File: src/rtl/date_pkg.sv
package date_pkg;
    localparam int DAY_W  = 6;
    localparam int MON_W  = 5;
    localparam int YEAR_W = 14;
    localparam int DAY_LSB  = 0;
    localparam int MON_LSB  = 8;
    localparam int YEAR_LSB = 16;

    typedef enum logic [2:0] {
        UPD_HOLD,
        UPD_LOAD,
        UPD_NEXT_DAY,
        UPD_NEXT_MONTH,
        UPD_NEXT_YEAR
    } upd_e;

    // True when the two-digit BCD number tens:ones is a multiple of four.
    function automatic logic bcd_pair_div4(input logic [3:0] tens, input logic [3:0] ones);
        if (tens[0] == 1'b0)
            return (ones == 4'd0) || (ones == 4'd4) || (ones == 4'd8);
        else
            return (ones == 4'd2) || (ones == 4'd6);
    endfunction
endpackage

File: src/rtl/date_bcd_step.sv
module date_bcd_step #(
    parameter int W = 8
) (
    input  logic [W-1:0] val,
    output logic [W-1:0] nxt
);
    localparam int DIGITS = (W + 3) / 4;

    logic [DIGITS-1:0] cy_in;

    assign cy_in[0] = 1'b1;

    for (genvar i = 0; i < DIGITS; i++) begin : g_dig
        if (i > 0) begin : g_cy
            assign cy_in[i] = cy_in[i-1] & (val[4*(i-1) +: 4] == 4'd9);
        end
        if (4*i + 4 <= W) begin : g_full
            always_comb begin
                if (!cy_in[i])
                    nxt[4*i +: 4] = val[4*i +: 4];
                else if (val[4*i +: 4] == 4'd9)
                    nxt[4*i +: 4] = 4'd0;
                else
                    nxt[4*i +: 4] = val[4*i +: 4] + 4'd1;
            end
        end else begin : g_part
            assign nxt[W-1:4*i] = val[W-1:4*i] + {{(W-4*i-1){1'b0}}, cy_in[i]};
        end
    end
endmodule

File: src/rtl/date_month_len.sv
module date_month_len
    import date_pkg::*;
(
    input  logic [MON_W-1:0]  month,
    input  logic [YEAR_W-1:0] year,
    output logic [DAY_W-1:0]  last_day
);
    logic [3:0] y_one, y_ten, y_hun, y_tho;
    logic       leap;

    assign y_one = year[3:0];
    assign y_ten = year[7:4];
    assign y_hun = year[11:8];
    assign y_tho = {2'b00, year[13:12]};

    always_comb begin
        if ((y_ten != 4'd0) || (y_one != 4'd0))
            leap = bcd_pair_div4(y_ten, y_one);
        else
            leap = bcd_pair_div4(y_tho, y_hun);
    end

    always_comb begin
        unique case (month)
            5'h02:                      last_day = leap ? 6'h29 : 6'h28;
            5'h04, 5'h06, 5'h09, 5'h11: last_day = 6'h30;
            default:                    last_day = 6'h31;
        endcase
    end
endmodule

File: src/rtl/date_bus_ack.sv
module date_bus_ack (
    input  logic clk,
    input  logic rst_n,
    input  logic req,
    output logic ack,
    output logic stall
);
    always_ff @(posedge clk) begin
        if (!rst_n) ack <= 1'b0;
        else        ack <= req;
    end

    assign stall = 1'b0;
endmodule

File: src/rtl/bcd_date_keeper.sv
module bcd_date_keeper
    import date_pkg::*;
#(
    parameter logic [15:0] RST_YEAR  = 16'h2000,
    parameter logic [7:0]  RST_MONTH = 8'h01,
    parameter logic [7:0]  RST_DAY   = 8'h01
) (
    input  logic        clk,
    input  logic        rst_n,
    input  logic        day_pulse,
    input  logic        bus_cyc,
    input  logic        bus_stb,
    input  logic        bus_we,
    input  logic [31:0] bus_wdata,
    output logic        bus_ack,
    output logic        bus_stall,
    output logic [31:0] bus_rdata
);
    logic [DAY_W-1:0]  day_q,  day_d,  day_inc,  last_day;
    logic [MON_W-1:0]  mon_q,  mon_d,  mon_inc;
    logic [YEAR_W-1:0] year_q, year_d, year_inc;
    logic              wr_hit;
    upd_e              upd;

    assign wr_hit = bus_cyc & bus_stb & bus_we;

    date_bus_ack u_ack (
        .clk   (clk),
        .rst_n (rst_n),
        .req   (bus_cyc & bus_stb),
        .ack   (bus_ack),
        .stall (bus_stall)
    );

    date_month_len u_len (
        .month    (mon_q),
        .year     (year_q),
        .last_day (last_day)
    );

    date_bcd_step #(.W(DAY_W))  u_day_step  (.val(day_q),  .nxt(day_inc));
    date_bcd_step #(.W(MON_W))  u_mon_step  (.val(mon_q),  .nxt(mon_inc));
    date_bcd_step #(.W(YEAR_W)) u_year_step (.val(year_q), .nxt(year_inc));

    // Update selector: the write has priority over the day strobe.
    always_comb begin
        if (wr_hit)
            upd = UPD_LOAD;
        else if (!day_pulse)
            upd = UPD_HOLD;
        else if (day_q != last_day)
            upd = UPD_NEXT_DAY;
        else if (mon_q != 5'h12)
            upd = UPD_NEXT_MONTH;
        else
            upd = UPD_NEXT_YEAR;
    end

    always_comb begin
        day_d  = day_q;
        mon_d  = mon_q;
        year_d = year_q;
        unique case (upd)
            UPD_HOLD: ;
            UPD_LOAD: begin
                if (bus_wdata[7:0] != 8'hFF)
                    day_d = bus_wdata[DAY_LSB +: DAY_W];
                if (bus_wdata[15:8] != 8'hFF)
                    mon_d = bus_wdata[MON_LSB +: MON_W];
                if (bus_wdata[31:16] != 16'hFFFF)
                    year_d = bus_wdata[YEAR_LSB +: YEAR_W];
            end
            UPD_NEXT_DAY:   day_d = day_inc;
            UPD_NEXT_MONTH: begin
                day_d = 6'h01;
                mon_d = mon_inc;
            end
            UPD_NEXT_YEAR: begin
                day_d  = 6'h01;
                mon_d  = 5'h01;
                year_d = year_inc;
            end
            default: ;
        endcase
    end

    always_ff @(posedge clk) begin
        if (!rst_n) begin
            day_q  <= RST_DAY[DAY_W-1:0];
            mon_q  <= RST_MONTH[MON_W-1:0];
            year_q <= RST_YEAR[YEAR_W-1:0];
        end else begin
            day_q  <= day_d;
            mon_q  <= mon_d;
            year_q <= year_d;
        end
    end

    always_comb begin
        bus_rdata = '0;
        bus_rdata[DAY_LSB  +: DAY_W]  = day_q;
        bus_rdata[MON_LSB  +: MON_W]  = mon_q;
        bus_rdata[YEAR_LSB +: YEAR_W] = year_q;
    end
endmodule

File: config.mk
export PLATFORM = sky130hd
export DESIGN_NAME = bcd_date_keeper
export DESIGN_NICKNAME = d
export VERILOG_FILES = /design/src/rtl/date_pkg.sv /design/src/rtl/date_bcd_step.sv /design/src/rtl/date_month_len.sv /design/src/rtl/date_bus_ack.sv /design/src/rtl/bcd_date_keeper.sv
export SDC_FILE = /design/constraint.sdc
export NUM_CORES = 1
export LEC_CHECK = 0
export ABC_AREA = 0
export BUFFER_PORTS_ARGS = -buffer_cell sky130_fd_sc_hd__buf_2
export CORE_MARGIN = 1
export CORE_UTILIZATION = 46
export DETAILED_ROUTE_END_ITERATION = 7
export GPL_ROUTABILITY_DRIVEN = 0
export GPL_TIMING_DRIVEN = 0
export PLACE_DENSITY = 0.77
export SLEW_MARGIN = 10
export SYNTH_ARGS = -nofsm -noshare
export SYNTH_HDL_FRONTEND = slang
export SYNTH_SLANG_ARGS = --single-unit
File: constraint.sdc
create_clock -name clk -period 2.08 [get_ports clk]
set_input_delay 0.52 -clock clk [delete_from_list [all_inputs] [get_ports clk]]
set_output_delay 0.52 -clock clk [all_outputs]
set_load 0.02 [all_outputs]
==> metrics.yaml <==
cts_root_buf: "clkbuf_8"
final_area_sq_mm: 0.00304
grt_pass1_vias: 2304
violations: "DRC, setup timing"
h-tree-depth: 1
regArea_sq_um: 543
portBuffers: 63
power_frac_clock_pct: 30.4
cts_tree: "yes"
die_h_microns: 70.6
drc: 8
fin_worst_skew_ns: 0.00780
mappedNetlistArea_sq_mm: 0.00217
path_cells: "or4b_4, nor4b_4, o211ai_4, buf_12, a211oi_4, buf_6, mux2i_2, o22ai_1"
antennaDiodeCount: 0
path_buf_inv: 2
fill_cells: 347
slew_headroom_pct: 55.0
crit_family: "simple AND/OR/NAND/NOR gates"
firstDrtPassIters: 7
synth_cell_types: 65
insertion_delay_ns: 0.28
synth.top_cell.area_share_pct: 24.0
cts_buffer_depth: 2
total_power_mw: 1.42
yosys_warnings: 0
cts-hold-fix-buffers: 0
synth_seq_cells: 26
drt.antenna.violating_nets: 0
crit_arrival_ns: 2.48
p_per_area_mw_per_mm2: 467
setup_ws_ns: -0.259
avgSynthCellArea_sq_um: 7.63
wl_per_cell_microns: 16.8
max_slew.worst_pin.slew_ns: 0.674
crit_path_end_kind: "flop"
dp_hpwl_microns: 4670
maxCapViolations: 0
die_area_sq_mm: 0.00499
multi_input_area_sq_mm: 0.00164
switchingPower_mw: 0.465
status: "complete, but fails checks"
synth_commonest_cells: "o21ai_0 (34), dfxtp_1 (26), nand2_1 (22), clkbuf_1 (18), nor2_1 (16)"
post-place-ws_ns: -0.580
synth_seq_area_share_pct: 24.0
antenna_found_initial: 0
wl_microns: 7140
cts_sinks: 26
overflow: 0
finalCriticalPeriod_ns: 2.34
start_util_pct: 48.7
vias: 2647
pwr-share-comb_pct: 29.9
syn_inst: 284
placed_area_sq_mm: 0.00264
path_clk_slew_ns: 0.10
final_nets: 417
rsz0062_at_grt: "yes"
grt_pass1_wl_microns: 11000
final_layout_size_suffix_gt1_share_pct: 41.4
ys.flop_type: "dfxtp_1"
die_x_microns: 70.6
min_period_over_period_pct: 112
std_cell_rows: 24
ir_drop_mv: 0.306
crit_required_ns: 2.23
swShare_pct: 32.8
cp_max_fo: 6
grt_max_degree: 16
vias_per_cell: 6.21
holdWs_ns: 0.509
min_path_type: "primary input to flop"
drt_iter0_markers: 328
grt_usage_pct: 27.6
worst_path_max_delay_cell: "or4b_4"
io_pins: 72
worstSetupPathType: "flop to flop"
core_area_sq_mm: 0.00444
synthArstFlopShare_pct: 0
yosysTopAreaCell: "dfxtp_1"
p_leak_nw: 1.27
drv_slew: 0
power_frac_seq_pct: 39.7
synth_edf_count: 0
synth.area.top_cells: "dfxtp_1 (24%), o21ai_0 (7.9%), nand2_1 (3.8%), mux2i_1 (3.2%), clkbuf_1 (3.1%)"
yosysMostFrequentCell: "o21ai_0"
cell_internal_pwr_mw: 0.955
area_growth_pct: 40.5
cts_buffers: 3
start_kind: "flop"
max_stage_delay_ns: 0.57
final_hold_viol_count: 0
setup_viol: 25
fmax_mhz: 428
[metrics by stage]
stage,std cells,setup TNS [ns],util [%]
2_1_floorplan,291,-1.99,-
3_3_place_gp,406,-8.38,59.3
3_5_place_dp,406,-8.58,59.3
4_1_cts,418,-5.17,64.7
5_1_grt,426,-6.19,68.5
6_report,426,-4.06,68.5
[placed cells by master (no fill, tap or decap), types with 4 or more instances in the layout]
cell,count
dfxtp_1,18
a211oi_1,4
o21ai_0,27
nor2_1,16
o21a_1,4
nor3_1,11
nand4_1,9
buf_2,65
a21oi_1,9
inv_1,14
mux2i_1,6
conb_1,8
nand3_1,10
clkbuf_1,9
dfxtp_4,5
and3_1,4
buf_4,25
o21ai_2,5
clkbuf_2,4
buf_6,6
nand2_1,21
a211oi_2,5
[area by class of cell]
| class | count | area share [%] |
|---|---|---|
| inverters | 14 | 1.73 |
| flip-flops and latches | 26 | 17.8 |
| repair buffers | 83 | 16.1 |
| plain buffers | 28 | 5.92 |
| multi-input cells | 219 | 53.9 |
| clock inverters | 1 | 0.987 |
| clock buffers | 3 | 1.36 |
| well taps | 52 | 2.14 |
[layer usage]
layer	global-route usage (%)	vias up	part of all wire (%)
met5	0	-	0
met4	7.56	0	2.1
met3	3.42	22	8.7
met2	46.7	160	47
met1	37.4	1234	42
li1	-	1231	-
[power groups by stage]
stage	registers, mW	logic, mW	clock network [mW]
floorplan	0.597	0.222	0
global placement	0.571	0.361	0
detailed placement	0.572	0.366	0
CTS	0.562	0.391	0.435
global route	0.568	0.460	0.456
finish	0.565	0.425	0.431
[timing repair]
item	CTS	global route
gates cloned	0	0
buffers inserted	10	10
pin swaps	27	15
resized for setup	28	34
setup endpoints to repair	25	25
[path summary, 6_finish.rpt]
check | from | endpoint | slack, ns | cells after the start
max | mon_q[0] | year_q[2] | -0.26 | 8
max reg2reg | mon_q[0] | year_q[2] | -0.26 | 8
min | bus_stb | u_ack.ack | 0.51 | 2
min reg2reg | year_q[12] | year_q[12] | 0.57 | 2
[sequential cells by signal, indices dropped and copies added, names as in the netlist]
| name | cells |
|---|---|
| day_q | 6 |
| mon_q | 5 |
| u_ack.ack | 1 |
| year_q | 14 |
[cells by family (layout without fill, tap and decap cells)]
logic type                 count (synthesis)  after routing  share of synthesized area, %
AOI/OAI and AO/OA                         96             96                          31.7
xor gates and xnor gates                   3              3                          1.21
adders and majority gates                  4              4                          2.31
buffers and inverters                     46            129                          10.6
DFF                                       26             26                          24.0
muxes                                     10             10                          4.79
other                                      1              8                         0.173
and+or+nand+nor                           98             98                          25.2
No activity file was read; power rests on OpenSTA's default activity.
